==> config.mk <==
export PLATFORM = sky130hd
export DESIGN_NAME = pfs_seq
export DESIGN_NICKNAME = d
export VERILOG_FILES = /design/src/rtl/pfs_pkg.sv /design/src/rtl/pfs_sync.sv /design/src/rtl/pfs_timer.sv /design/src/rtl/pfs_flag.sv /design/src/rtl/pfs_seq.sv
export SDC_FILE = /design/constraint.sdc
export NUM_CORES = 1
export LEC_CHECK = 0
export BUFFER_PORTS_ARGS = -buffer_cell sky130_fd_sc_hd__buf_2
export CAP_MARGIN = 20
export CORE_MARGIN = 2
export CORE_UTILIZATION = 30
export DETAILED_ROUTE_END_ITERATION = 12
export HOLD_SLACK_MARGIN = 0.1
export SYNTH_ARGS = -nofsm -noshare
export SYNTH_HDL_FRONTEND = slang
export SYNTH_SLANG_ARGS = --single-unit
==> constraint.sdc <==
create_clock -name clk -period 3.1 [get_ports clk]
set_input_delay 0.465 -clock clk [delete_from_list [all_inputs] [get_ports clk]]
set_output_delay 0.465 -clock clk [all_outputs]
set_load 0.05 [all_outputs]
==> src/rtl/pfs_pkg.sv <==
package pfs_pkg;
    typedef enum logic [2:0] {
        S_LOW   = 3'd0,
        S_IDLE  = 3'd1,
        S_PULSE = 3'd2,
        S_SAVE  = 3'd3,
        S_CLEAR = 3'd4,
        S_COPY  = 3'd5
    } pfs_state_t;
endpackage

==> src/rtl/pfs_sync.sv <==
module pfs_sync #(
    parameter int             W       = 2,
    parameter int             STAGES  = 2,
    parameter logic [W-1:0]   RST_VAL = '1
) (
    input  logic         clk,
    input  logic         rst_n,
    input  logic [W-1:0] d,
    output logic [W-1:0] q
);
    logic [STAGES-1:0][W-1:0] stg;

    always_ff @(posedge clk or negedge rst_n) begin
        if (!rst_n) stg <= {STAGES{RST_VAL}};
        else        stg <= {stg[STAGES-2:0], d};
    end

    assign q = stg[STAGES-1];
endmodule

==> src/rtl/pfs_timer.sv <==
module pfs_timer #(
    parameter int TW = 8
) (
    input  logic          clk,
    input  logic          rst_n,
    input  logic          load,
    input  logic [TW-1:0] val,
    output logic          zero
);
    logic [TW-1:0] cnt;

    always_ff @(posedge clk or negedge rst_n) begin
        if (!rst_n)          cnt <= '0;
        else if (load)       cnt <= val;
        else if (cnt != '0)  cnt <= cnt - 1'b1;
    end

    assign zero = (cnt == '0);
endmodule

==> src/rtl/pfs_flag.sv <==
module pfs_flag #(
    parameter logic RST_VAL = 1'b0
) (
    input  logic clk,
    input  logic rst_n,
    input  logic set,
    input  logic clr,
    output logic q
);
    always_ff @(posedge clk or negedge rst_n) begin
        if (!rst_n)   q <= RST_VAL;
        else if (set) q <= 1'b1;
        else if (clr) q <= 1'b0;
    end
endmodule

==> src/rtl/pfs_seq.sv <==
module pfs_seq #(
    parameter int PULSE_CYC   = 50,
    parameter int SAVE_MAX    = 500000,
    parameter int RESTORE_MAX = 27500,
    parameter int SYNC_STAGES = 2
) (
    input  logic clk,
    input  logic rst_n,
    input  logic below_sw_i,
    input  logic below_rst_i,
    input  logic auto_off_i,
    input  logic ram_wr_i,
    input  logic ext_save_i,
    input  logic busy_sense_i,
    input  logic save_done_i,
    input  logic restore_done_i,
    output logic save_req_o,
    output logic ram_clear_o,
    output logic restore_req_o,
    output logic write_inhibit_o,
    output logic access_inhibit_o,
    output logic busy_pull_o
);
    import pfs_pkg::*;

    localparam int MAX_A = (SAVE_MAX > RESTORE_MAX) ? SAVE_MAX : RESTORE_MAX;
    localparam int MAX_C = (MAX_A > PULSE_CYC) ? MAX_A : PULSE_CYC;
    localparam int TW    = $clog2(MAX_C + 1);

    pfs_state_t    state, state_n;
    logic          sw_low, rst_low;
    logic [1:0]    flags_s;
    logic          tload, tzero;
    logic [TW-1:0] tval;
    logic          dirty, dirty_set, dirty_clr;
    logic          rest_pend, pend_clr;

    pfs_sync #(.W(2), .STAGES(SYNC_STAGES), .RST_VAL(2'b11)) u_sync (
        .clk(clk), .rst_n(rst_n), .d({below_rst_i, below_sw_i}), .q(flags_s)
    );
    assign sw_low  = flags_s[0];
    assign rst_low = flags_s[1];

    pfs_timer #(.TW(TW)) u_timer (
        .clk(clk), .rst_n(rst_n), .load(tload), .val(tval), .zero(tzero)
    );

    assign dirty_set = ram_wr_i && !write_inhibit_o;
    pfs_flag #(.RST_VAL(1'b0)) u_dirty (
        .clk(clk), .rst_n(rst_n), .set(dirty_set), .clr(dirty_clr), .q(dirty)
    );

    pfs_flag #(.RST_VAL(1'b1)) u_pend (
        .clk(clk), .rst_n(rst_n), .set(rst_low), .clr(pend_clr), .q(rest_pend)
    );

    // state register
    always_ff @(posedge clk or negedge rst_n) begin
        if (!rst_n) state <= S_LOW;
        else        state <= state_n;
    end

    // next state, timer loads and flag clears
    always_comb begin
        state_n   = state;
        tload     = 1'b0;
        tval      = '0;
        dirty_clr = 1'b0;
        pend_clr  = 1'b0;
        unique case (state)
            S_LOW: begin
                if (!sw_low) state_n = rest_pend ? S_CLEAR : S_IDLE;
            end
            S_IDLE: begin
                if (sw_low) begin
                    if (auto_off_i) begin
                        state_n = S_LOW;
                    end else begin
                        state_n = S_PULSE;
                        tload   = 1'b1;
                        tval    = TW'(PULSE_CYC - 1);
                    end
                end else if (ext_save_i && dirty) begin
                    state_n = S_SAVE;
                    tload   = 1'b1;
                    tval    = TW'(SAVE_MAX - 1);
                end
            end
            S_PULSE: begin
                if (tzero) begin
                    if (!busy_sense_i && dirty) begin
                        state_n = S_SAVE;
                        tload   = 1'b1;
                        tval    = TW'(SAVE_MAX - 1);
                    end else begin
                        state_n = S_LOW;
                    end
                end
            end
            S_SAVE: begin
                if (save_done_i || tzero) begin
                    state_n   = sw_low ? S_LOW : S_IDLE;
                    dirty_clr = 1'b1;
                end
            end
            S_CLEAR: begin
                state_n = S_COPY;
                tload   = 1'b1;
                tval    = TW'(RESTORE_MAX - 1);
            end
            S_COPY: begin
                if (restore_done_i || tzero) begin
                    state_n   = sw_low ? S_LOW : S_IDLE;
                    dirty_clr = 1'b1;
                    pend_clr  = 1'b1;
                end
            end
            default: state_n = S_LOW;
        endcase
    end

    // outputs
    always_comb begin
        save_req_o       = (state == S_SAVE);
        ram_clear_o      = (state == S_CLEAR);
        restore_req_o    = (state == S_COPY);
        busy_pull_o      = (state == S_PULSE) || (state == S_SAVE);
        access_inhibit_o = (state == S_SAVE) || (state == S_CLEAR) || (state == S_COPY);
        write_inhibit_o  = sw_low || (state != S_IDLE);
    end

    a_r2_clear_then_copy: assert property (@(posedge clk) disable iff (!rst_n)
        ram_clear_o |=> (restore_req_o && !ram_clear_o));
    a_r2_one_strobe: assert property (@(posedge clk) disable iff (!rst_n)
        $onehot0({save_req_o, ram_clear_o, restore_req_o}));
    a_r5_save_busy: assert property (@(posedge clk) disable iff (!rst_n)
        save_req_o |-> busy_pull_o);
    a_r6_no_dirty_low: assert property (@(posedge clk) disable iff (!rst_n)
        (sw_low && !dirty) |=> !dirty);
    a_r10_clean_after_save: assert property (@(posedge clk) disable iff (!rst_n)
        $fell(save_req_o) |-> !dirty);
    a_r3_restore_pending: assert property (@(posedge clk) disable iff (!rst_n)
        $rose(ram_clear_o) |-> $past(rest_pend));
    a_r8_abandon: assert property (@(posedge clk) disable iff (!rst_n)
        (state == S_PULSE && tzero && busy_sense_i) |=> !save_req_o);
endmodule

Word-level counts from Yosys, hierarchy flattened
Cells that the tools add are included.
Widths: inputs -> output; s select.
- bits in registers: 28
- input port bits: 10
- output and inout port bits: 6
- logic and storage cells: 69
- add/subtract/negate cells: 1
- eq/ne operators: 11
- muxes and demuxes: 33
- reductions and logical operators: 18
- operators by type and width (kind ; count):
    $mux 19 ; 6
    $pmux 19 s3 ; 1
    $mux 3 ; 7
    $logic_not 19->1 ; 1
    $reduce_bool 19->1 ; 1
    $sub 19x1->19 const B ; 1
    $pmux 3 s6 ; 1
    $mux 1 ; 13
    $eq 3x2->1 const B ; 2
    $eq 3x3->1 const B ; 2
    $logic_or 1x1->1 ; 6
    $mux 6 ; 1
    $reduce_bool 2->1 ; 3
    $reduce_and 5->1 ; 1
    $mux 2 ; 2
    $ne 2x1->1 const B ; 2
    $ne 2x2->1 const B ; 2
    $eq 3x1->1 const B ; 1
    $logic_and 1x1->1 ; 3
    $logic_not 3->1 ; 1
    $ne 3x1->1 const B ; 1
    $ne 3x2->1 const B ; 1
    $pmux 1 s3 ; 1
    $logic_not 1->1 ; 2
    $pmux 1 s2 ; 1

Logic depth before layout (Yosys ltp)
Gate-level depths: netlist (run 1).
- depth in word-level cells: 6
- depth in mapped cells: 8
- mapped depth without buffers: 8

Cells and area by module
A second synthesis (run 1) with hierarchy kept.
- cell total of the unflattened synthesis: 189
- area total of the unflattened synthesis: 1719.1 um2
- by module, submodules not included (module ; times used ; cells an instance ; area an instance (um2) ; sequential area each (um2)):
    pfs_timer ; 1 ; 127 ; 1117.3 ; 475.5
    pfs_seq ; 1 ; 50 ; 407.9 ; 75.1
    pfs_sync ; 1 ; 6 ; 120.1 ; 105.1
    pfs_flag (u_pend) ; 1 ; 3 ; 37.5 ; 26.3
    pfs_flag (u_dirty) ; 1 ; 3 ; 36.3 ; 25.0

Least setup slack after synthesis (run 1)
OpenSTA, ideal clock, no wires.
- kind: register to register
- from: register state[2]
- to: register u_timer.cnt[9]
- setup time: 126 ps
- arrival: 2054 ps
- path slack: 920 ps
- stages on the path, launching flop included: 8
- period minus slack after synthesis: 2180 ps
- cell sequence: dfrtp_1 -> buf_2 -> nor2b_4 -> nand3_1 -> nor4_2 -> nor3_2 -> a21o_1 -> a221o_1
- word-level cells in the longest chain between the ends: 3
- elaborated cells on any way between the ends: 7
- classes of those cells: 3 x eq/ne; 3 x mux; 1 x reduce/logical
- ends and longest elaborated chain (item ; line ; source):
    start, declared ; pfs_seq.sv:30 ; pfs_state_t state, state_n;
    start signal, assigned ; pfs_seq.sv:60 ; else state <= state_n;
    $eq 3x3->1, or another cell as far along ; pfs_seq.sv:70 ; unique case (state)
    $pmux 19 s3 / $pmux 1 s3 (equally long branches) ; pfs_seq.sv:70 ;
    $mux 19 / $reduce_bool 2->1 (equally long branches) ; n/a ;
    end signal, assigned ; pfs_timer.sv:14 ; else if (load) cnt <= val;
    end signal, assigned ; pfs_timer.sv:15 ; else if (cnt != '0) cnt <= cnt - 1'b1;
    end, declared ; pfs_timer.sv:10 ; logic [TW-1:0] cnt;
Parallel ways exist; a longest one is shown, timed or not.
A chain may end at the register's enable or synchronous reset.

Worst setup path after layout (run 1)
- from: register state[0]
- to: register u_timer.cnt[9]
The elaborated chain is that of the path after synthesis.

==> impl_metrics.prom, run 1 <==
# TYPE chip_impl_metric gauge
chip_impl_metric{name="netlist_area",unit="sq mm"} 0.001608
chip_impl_metric{name="grt_usage",unit="%"} 11.69
chip_impl_info{name="cp-end-kind",value="flip-flop"} 1
chip_impl_metric{name="synth-edff-count",unit=""} 0
chip_impl_metric{name="worst_skew_pair.late_latency",unit="ns"} 0.27
chip_impl_metric{name="synth.ff_latch_count",unit=""} 28
chip_impl_metric{name="timing.clock.skew",unit="ns"} 0.005503
chip_impl_info{name="synth_ff_type",value="sky130_fd_sc_hd__dfrtp_1"} 1
chip_impl_metric{name="timing_max_transition_violations_final",unit=""} 0
chip_impl_metric{name="grt_antenna_before_repair",unit=""} 0
chip_impl_metric{name="worst_ep_required_time",unit="ns"} 3.26
chip_impl_metric{name="power.switching_fraction",unit="%"} 45.18
chip_impl_metric{name="netlist-cell-type-count",unit=""} 43
chip_impl_metric{name="global_route_wire_length_before_repair",unit="mm"} 5.706
chip_impl_metric{name="final_util",unit="%"} 34.98
chip_impl_metric{name="postCtsHoldBufs",unit=""} 0
chip_impl_metric{name="drive_above_1_share",unit="%"} 21.67
chip_impl_metric{name="async_set_or_reset_flop_fraction_in_the_synthesized_netlist",unit="%"} 100.0
chip_impl_metric{name="fp-row-count",unit=""} 26
chip_impl_metric{name="worst-slew-pin-transition",unit="ns"} 0.7662
chip_impl_metric{name="drv.max_cap_violation_count",unit=""} 0
chip_impl_metric{name="hpwl",unit="mm"} 2.467
chip_impl_metric{name="synth.avg_cell_area",unit="sq um"} 9.685
chip_impl_metric{name="share_clk_of_total_power",unit="%"} 13.6
chip_impl_metric{name="fp.dieW",unit="microns"} 77.21
chip_impl_metric{name="detail-route-antenna-nets",unit=""} 0
chip_impl_metric{name="cts_setup_buffers",unit=""} 0
chip_impl_metric{name="layout.nets",unit=""} 193
chip_impl_metric{name="vdd_ir_drop_max",unit="V"} 0.0004393
chip_impl_info{name="cts_tree",value="built"} 1
chip_impl_metric{name="min_period_over_period",unit="%"} 73.14
chip_impl_metric{name="dr_total_vias",unit=""} 1236
chip_impl_metric{name="initial_drc_count",unit=""} 82
chip_impl_info{name="timing_worst_setup_path_type",value="flip-flop to flip-flop"} 1
chip_impl_metric{name="cts.path.max_buffers",unit=""} 2
chip_impl_metric{name="maxSlewHeadroom",unit="%"} 48.45
chip_impl_metric{name="hold_viol_final",unit=""} 0
chip_impl_metric{name="clock_sinks",unit=""} 28
chip_impl_metric{name="cp_max_fo",unit=""} 11
chip_impl_metric{name="share_comb_of_total_power",unit="%"} 44.0
chip_impl_metric{name="antennaDiodeCount",unit=""} 0
chip_impl_metric{name="timing.setup.tns",unit="ns"} 0
chip_impl_metric{name="io_buffers",unit=""} 15
chip_impl_metric{name="timing.final.crit_period",unit="ns"} 2.267
chip_impl_metric{name="floorplan.initialDensity",unit="%"} 31.28
chip_impl_info{name="status",value="finished clean"} 1
chip_impl_metric{name="max_clock_freq",unit="MHz"} 441.1
chip_impl_info{name="timing.rr.start",value="state[0]"} 1
chip_impl_metric{name="routedWlPerCell",unit="microns"} 13.07
chip_impl_metric{name="core-area",unit="sq mm"} 0.005140
chip_impl_metric{name="seq_area_frac_synth",unit="%"} 43.97
chip_impl_metric{name="power.static_leakage",unit="nW"} 0.7409
chip_impl_metric{name="floorplan.die_area",unit="sq mm"} 0.005961
chip_impl_metric{name="cts-resized-gates",unit=""} 0
chip_impl_metric{name="detailedRoute.firstPassIterationCount",unit=""} 4
chip_impl_metric{name="r2r_cells",unit=""} 6
chip_impl_metric{name="power_frac_seq",unit="%"} 42.5
chip_impl_metric{name="synth-warning-count",unit=""} 0
chip_impl_metric{name="dieHeight",unit="microns"} 77.21
chip_impl_metric{name="globalRouteOverflowTotal",unit=""} 0
chip_impl_info{name="holdCritPathClass",value="primary input to asynchronous set/reset pin"} 1
chip_impl_metric{name="num_io_pins",unit=""} 16
chip_impl_metric{name="clkSlewWorstSetupHoldPaths",unit="ns"} 0.09
chip_impl_info{name="grt_setup_unrepaired",value="no"} 1
chip_impl_metric{name="cts_made_buffers",unit=""} 3
chip_impl_info{name="setup.worst_path.start_class",value="flip-flop"} 1
chip_impl_metric{name="synthesis.instances",unit=""} 166
chip_impl_info{name="root_buffer_cell",value="sky130_fd_sc_hd__clkbuf_8"} 1
chip_impl_metric{name="grt_pass1_vias",unit=""} 1197
chip_impl_metric{name="route.detailed.vias_per_inst",unit=""} 4.944
chip_impl_metric{name="route.detailed.drc",unit=""} 0
chip_impl_metric{name="power.density_cell_area",unit="mW/mm^2"} 898.3
chip_impl_metric{name="worstPathArrival",unit="ns"} 2.43
chip_impl_metric{name="internal_power",unit="mW"} 0.8854
chip_impl_metric{name="layout-area-overhead-vs-synth",unit="%"} 11.83
chip_impl_metric{name="grt_start_max_net_pins",unit=""} 29
chip_impl_metric{name="htree_num_levels",unit=""} 1
chip_impl_metric{name="gp_congestion",unit=""} 0.8603
chip_impl_metric{name="power_switching",unit="mW"} 0.7297
chip_impl_metric{name="wirelength",unit="mm"} 3.268
chip_impl_info{name="timing.rr.end",value="u_timer.cnt[9]"} 1
chip_impl_metric{name="synth_fp_nets",unit=""} 178
chip_impl_metric{name="finalSetupViolations",unit=""} 0
chip_impl_metric{name="regToRegSetupSlack",unit="ns"} 0.83
[synthesized netlist by cell type, drive strengths merged (4+ instances only)]
cell type | count | area share [%]
nand3 | 7 | 2.8
nor2 | 18 | 4.2
o21ai | 15 | 4.9
inv | 8 | 1.9
a21oi | 6 | 1.9
nor4 | 9 | 7.5
xnor2 | 7 | 3.8
nand2 | 15 | 3.7
dfrtp | 23 | 36
dfstp | 5 | 8.2
buf | 5 | 1.7
nand2b | 4 | 1.6
nor3 | 9 | 3.7
xor2 | 7 | 3.8
[layout make-up]
class	count	area [sq um]
clock buffers	4	55.05
fillers	549	3342
inverters	8	30.03
multi-input cells	125	843.3
flip-flops and latches	28	706.9
well taps	70	87.58
repair buffers	15	75.07
[routing by layer]
| layer | vias to the layer above | global-route usage (%) | share of wire [%] |
|---|---|---|---|
| met5 | - | 0 | 0 |
| met3 | 4 | 1.412 | 2.4 |
| li1 | 623 | - | - |
| met2 | 14 | 16.87 | 45 |
| met1 | 595 | 17.84 | 51 |
| met4 | 0 | 4.107 | 1.1 |
[power by group through the flow]
| stage | logic (mW) | clock network (mW) | registers (mW) |
|---|---|---|---|
| 3_5_place_dp | 0.709 | 0 | 0.687 |
| 5_1_grt | 0.789 | 0.250 | 0.708 |
| 4_1_cts | 0.713 | 0.231 | 0.682 |
| 2_1_floorplan | 0.621 | 0 | 0.621 |
| 6_report | 0.710 | 0.219 | 0.686 |
| 3_3_place_gp | 0.719 | 0 | 0.687 |
[metrics by stage]
step | cell area (sq um) | std cells | total power, mW | worst slack, ns | hold slack, ns
floorplan | 1608 | 166 | 1.242 | 0.9198 | 0.1694
global placement | 1743 | 246 | 1.406 | 0.9064 | 0.3481
detailed placement | 1743 | 246 | 1.396 | 0.8456 | 0.3490
CTS | 1798 | 250 | 1.626 | 0.8445 | 0.2097
global route | 1798 | 250 | 1.747 | 0.5920 | 0.2451
finish | 1798 | 250 | 1.615 | 0.8328 | 0.1979
[logic make-up (layout without fill, tap and decap cells)]
family	count (synthesis)	after routing	share of synthesized area, %
simple gates	71	71	27.86
compound gates	37	37	14.79
flops	28	28	43.97
xor+xnor	14	14	7.627
buf+inv	13	27	3.580
fa+ha+maj	2	2	1.556
mux	1	1	0.6226
[layout by cell type, fill, tap and decap left out, types with 3 or more instances in the layout]
cell type / count
sky130_fd_sc_hd__nand2b_1: 4
sky130_fd_sc_hd__nand2_1: 14
sky130_fd_sc_hd__o31ai_1: 3
sky130_fd_sc_hd__buf_2: 15
sky130_fd_sc_hd__nor4_4: 3
sky130_fd_sc_hd__nor3_2: 3
sky130_fd_sc_hd__nor3_1: 6
sky130_fd_sc_hd__xor2_1: 7
sky130_fd_sc_hd__clkbuf_8: 4
sky130_fd_sc_hd__dfstp_2: 5
sky130_fd_sc_hd__o21ai_0: 12
sky130_fd_sc_hd__nand3_1: 5
sky130_fd_sc_hd__dfrtp_1: 23
sky130_fd_sc_hd__nor4_2: 3
sky130_fd_sc_hd__nor2_1: 18
sky130_fd_sc_hd__inv_1: 8
sky130_fd_sc_hd__xnor2_1: 7
sky130_fd_sc_hd__nor4_1: 3
sky130_fd_sc_hd__a21oi_1: 6
[critical path, stage by stage, from the launching register on]
cell and delay [ns]:
sky130_fd_sc_hd__dfrtp_1 0.54, sky130_fd_sc_hd__inv_1 0.17, sky130_fd_sc_hd__nor4_2 0.33, sky130_fd_sc_hd__and3_1 0.42
sky130_fd_sc_hd__nor3_2 0.16, sky130_fd_sc_hd__a21o_1 0.22, sky130_fd_sc_hd__a221o_1 0.33
[sequential cells by signal, summed over array words and instances, names as in the netlist]
signal,cells
u_pend.q,1
u_sync.q,2
u_dirty.q,1
u_timer.cnt,19
state,3
u_sync.stg,2
[worst max-delay path by stage]
stage | start | end | slack, ns | cells past startpoint
2_1_floorplan | state[2] | u_timer.cnt[9] | 0.92 | 7
6_report | state[0] | u_timer.cnt[9] | 0.83 | 6
4_1_cts | state[0] | u_timer.cnt[9] | 0.84 | 6
5_1_grt | state[0] | u_timer.cnt[9] | 0.59 | 6
3_3_place_gp | u_timer.cnt[1] | u_timer.cnt[17] | 0.91 | 6
3_5_place_dp | state[0] | u_timer.cnt[9] | 0.85 | 6
Power figures use the tool's default switching activity.
==> run 2: changes to the inputs <==
clock period = 2.2 ns   (was 3.1 ns; I/O delays follow)
==> run 2 against run 1 <==
Compared with the run above: clock skew is essentially flat; first-iteration DRC count shrank 22%; highest routed layer unchanged; setup slack lost 0.68 ns; routed wire length grew 11%; hold slack lost 0.056 ns; utilization grew 2.6 points; critical endpoint is now u_timer.cnt[16]; register-to-register slack lost 0.68 ns.
==> impl_metrics.prom, run 2 (synthesis results as in run 1) <==
# TYPE chip_impl_metric gauge
chip_impl_metric{name="floorplan.die_area",unit="sq mm"} 0.005961
chip_impl_info{name="worst_setup_path_startpoint",value="u_timer.cnt[6]"} 1
chip_impl_metric{name="hold_viol_final",unit=""} 0
chip_impl_metric{name="worst_ep_required_time",unit="ns"} 2.38
chip_impl_metric{name="layout-area-overhead-vs-synth",unit="%"} 20.08
chip_impl_info{name="timing_worst_setup_path_type",value="flip-flop to flip-flop"} 1
chip_impl_metric{name="dieHeight",unit="microns"} 77.21
chip_impl_metric{name="cts_setup_buffers",unit=""} 0
chip_impl_metric{name="initial_drc_count",unit=""} 64
chip_impl_metric{name="worst-slew-pin-transition",unit="ns"} 0.6210
chip_impl_metric{name="global_route_wire_length_before_repair",unit="mm"} 6.106
chip_impl_metric{name="drive_above_1_share",unit="%"} 26.80
chip_impl_metric{name="share_comb_of_total_power",unit="%"} 45.5
chip_impl_metric{name="worstPathArrival",unit="ns"} 2.23
chip_impl_metric{name="power_frac_seq",unit="%"} 38.2
chip_impl_metric{name="cts.path.max_buffers",unit=""} 2
chip_impl_info{name="most_common_cell_after_layout_fill_and_taps_aside",value="sky130_fd_sc_hd__dfrtp_1"} 1
chip_impl_metric{name="detail-route-antenna-nets",unit=""} 0
chip_impl_metric{name="gp_congestion",unit=""} 0.8442
chip_impl_metric{name="timing.clock.skew",unit="ns"} 0.005977
chip_impl_metric{name="cp_max_fo",unit=""} 6
chip_impl_info{name="holdCritPathClass",value="primary input to flip-flop"} 1
chip_impl_metric{name="hpwl",unit="mm"} 2.714
chip_impl_metric{name="antennaDiodeCount",unit=""} 0
chip_impl_metric{name="cts_made_buffers",unit=""} 3
chip_impl_metric{name="grt_usage",unit="%"} 12.84
chip_impl_metric{name="globalRouteOverflowTotal",unit=""} 0
chip_impl_info{name="mostFrequentLayoutCells",value="sky130_fd_sc_hd__dfrtp_1, sky130_fd_sc_hd__nor2_1, sky130_fd_sc_hd__buf_2"} 1
chip_impl_metric{name="drv.max_cap_violation_count",unit=""} 0
chip_impl_metric{name="power.density_cell_area",unit="mW/mm^2"} 1288
chip_impl_metric{name="route.detailed.vias_per_inst",unit=""} 4.977
chip_impl_info{name="max_flop_register",value="u_timer.cnt"} 1
chip_impl_metric{name="num_io_pins",unit=""} 16
chip_impl_metric{name="floorplan.initialDensity",unit="%"} 31.28
chip_impl_metric{name="routedWlPerCell",unit="microns"} 13.75
chip_impl_metric{name="wirelength",unit="mm"} 3.629
chip_impl_metric{name="largest_register_ff_count",unit=""} 19
chip_impl_info{name="setup.worst_path.start_class",value="flip-flop"} 1
chip_impl_metric{name="core-area",unit="sq mm"} 0.005140
chip_impl_info{name="grt_setup_unrepaired",value="no"} 1
chip_impl_info{name="cp-end-kind",value="flip-flop"} 1
chip_impl_metric{name="vdd_ir_drop_max",unit="V"} 0.0005926
chip_impl_metric{name="detailedRoute.firstPassIterationCount",unit=""} 4
chip_impl_metric{name="clkSlewWorstSetupHoldPaths",unit="ns"} 0.10
chip_impl_info{name="cts_tree",value="built"} 1
chip_impl_info{name="status",value="finished clean"} 1
chip_impl_metric{name="power.switching_fraction",unit="%"} 43.27
chip_impl_metric{name="regToRegSetupSlack",unit="ns"} 0.15
chip_impl_metric{name="fp-row-count",unit=""} 26
chip_impl_metric{name="layout.nets",unit=""} 207
chip_impl_info{name="timing.rr.end",value="u_timer.cnt[16]"} 1
chip_impl_metric{name="clock_sinks",unit=""} 28
chip_impl_metric{name="grt_start_max_net_pins",unit=""} 29
chip_impl_metric{name="timing_max_transition_violations_final",unit=""} 0
chip_impl_metric{name="worst_skew_pair.late_latency",unit="ns"} 0.28
chip_impl_metric{name="finalSetupViolations",unit=""} 0
chip_impl_info{name="timing.rr.start",value="u_timer.cnt[6]"} 1
chip_impl_metric{name="min_period_over_period",unit="%"} 93.24
chip_impl_metric{name="route.detailed.drc",unit=""} 0
chip_impl_metric{name="power.static_leakage",unit="nW"} 0.8303
chip_impl_info{name="root_buffer_cell",value="sky130_fd_sc_hd__clkbuf_8"} 1
chip_impl_metric{name="io_buffers",unit=""} 15
chip_impl_metric{name="r2r_cells",unit=""} 6
chip_impl_info{name="worst_setup_path_endpoint",value="u_timer.cnt[16]"} 1
chip_impl_metric{name="total_power",unit="mW"} 2.486
chip_impl_metric{name="maxSlewHeadroom",unit="%"} 58.60
chip_impl_metric{name="fp.dieW",unit="microns"} 77.21
chip_impl_metric{name="timing.setup.tns",unit="ns"} 0
chip_impl_metric{name="internal_power",unit="mW"} 1.411
chip_impl_metric{name="dr_total_vias",unit=""} 1314
chip_impl_metric{name="htree_num_levels",unit=""} 1
chip_impl_metric{name="max_clock_freq",unit="MHz"} 487.5
chip_impl_metric{name="grt_pass1_vias",unit=""} 1299
chip_impl_metric{name="share_clk_of_total_power",unit="%"} 16.3
chip_impl_metric{name="grt_antenna_before_repair",unit=""} 0
chip_impl_metric{name="timing.final.crit_period",unit="ns"} 2.051
chip_impl_info{name="reg_top3",value="u_timer.cnt: 19 flops, state: 3 flops"} 1
chip_impl_metric{name="num-fill-cells",unit=""} 540
chip_impl_metric{name="power_switching",unit="mW"} 1.076
==> run 2: changes by cell type in the layout (fill, tap and decap cells not counted), sizes merged <==
| cell | delta |
|---|---|
| buf | +13 |
| bufinv | +1 |
| clkbuf | -1 |
| dlygate4sd3 | +1 |
==> run 2: power groups by stage <==
stage | registers, mW | clock network (mW) | logic [mW]
final | 0.949 | 0.406 | 1.13
after global routing | 0.979 | 0.442 | 1.26
after CTS | 0.947 | 0.417 | 1.14
after detailed placement | 0.954 | 0 | 1.13
after global placement | 0.949 | 0 | 1.13
after floorplan | 0.876 | 0 | 0.875
==> run 2: layout make-up <==
cell class,instances,area (sq um),area share [%]
repair buffers,29,182.7,9.462
well taps,70,87.58,4.537
clock inverters,1,30.03,1.555
inverters,8,30.03,1.555
flip-flops and latches,28,706.9,36.62
clock buffers,3,41.29,2.139
multi-input cells,125,852.1,44.13
==> run 2: how the worst min path moves through the flow <==
stage	endpoint	from	depth (start not counted)	slack, ns
floorplan	state[0]	rst_n	0	0.03
CTS	u_sync.stg[0]	below_sw_i	1	0.14
global placement	u_sync.q[1]	u_sync.stg[1]	0	0.35
global route	u_sync.stg[0]	below_sw_i	1	0.12
finish	u_sync.stg[0]	below_sw_i	1	0.14
detailed placement	u_sync.q[1]	u_sync.stg[1]	0	0.35
==> run 2: worst max-delay path, cell delays in order, from the launching register on <==
cell                      delay [ns]
sky130_fd_sc_hd__dfrtp_1        0.42
sky130_fd_sc_hd__or4_4          0.56
sky130_fd_sc_hd__nor4_4         0.40
sky130_fd_sc_hd__nand3_2        0.14
sky130_fd_sc_hd__nor3_1         0.19
sky130_fd_sc_hd__xnor2_1        0.17
sky130_fd_sc_hd__o21ai_2        0.06
==> run 2: timing repair <==
| action | CTS | global route |
|---|---|---|
| hold buffers | 1 | 0 |
| gates resized for setup | 0 | 1 |
| endpoints found under the hold margin | 23 | 0 |
| setup endpoints to repair | 0 | 1 |
==> run 2: metal layers <==
layer / share of wire (%) / track usage, % / vias up
met5: 0 / 0 / -
met4: 2.5 / 5.893 / 0
met3: 1.2 / 1.529 / 6
met2: 48 / 20.61 / 18
met1: 48 / 17.27 / 644
li1: - / - / 646
==> run 2: per-stage QoR <==
| stage | hold WS, ns | setup WS [ns] | utilization (%) | std cells | area [sq um] |
|---|---|---|---|---|---|
| final | 0.1414 | 0.1488 | 37.56 | 264 | 1931 |
| after global routing | 0.1244 | 0.001762 | 37.56 | 264 | 1931 |
| after CTS | 0.1363 | 0.1252 | 37.39 | 264 | 1922 |
| after detailed placement | 0.3470 | 0.1450 | 35.81 | 259 | 1841 |
| after global placement | 0.3465 | 0.1356 | 35.81 | 259 | 1841 |
| after floorplan | 0.03441 | 0.01982 | - | 166 | 1608 |
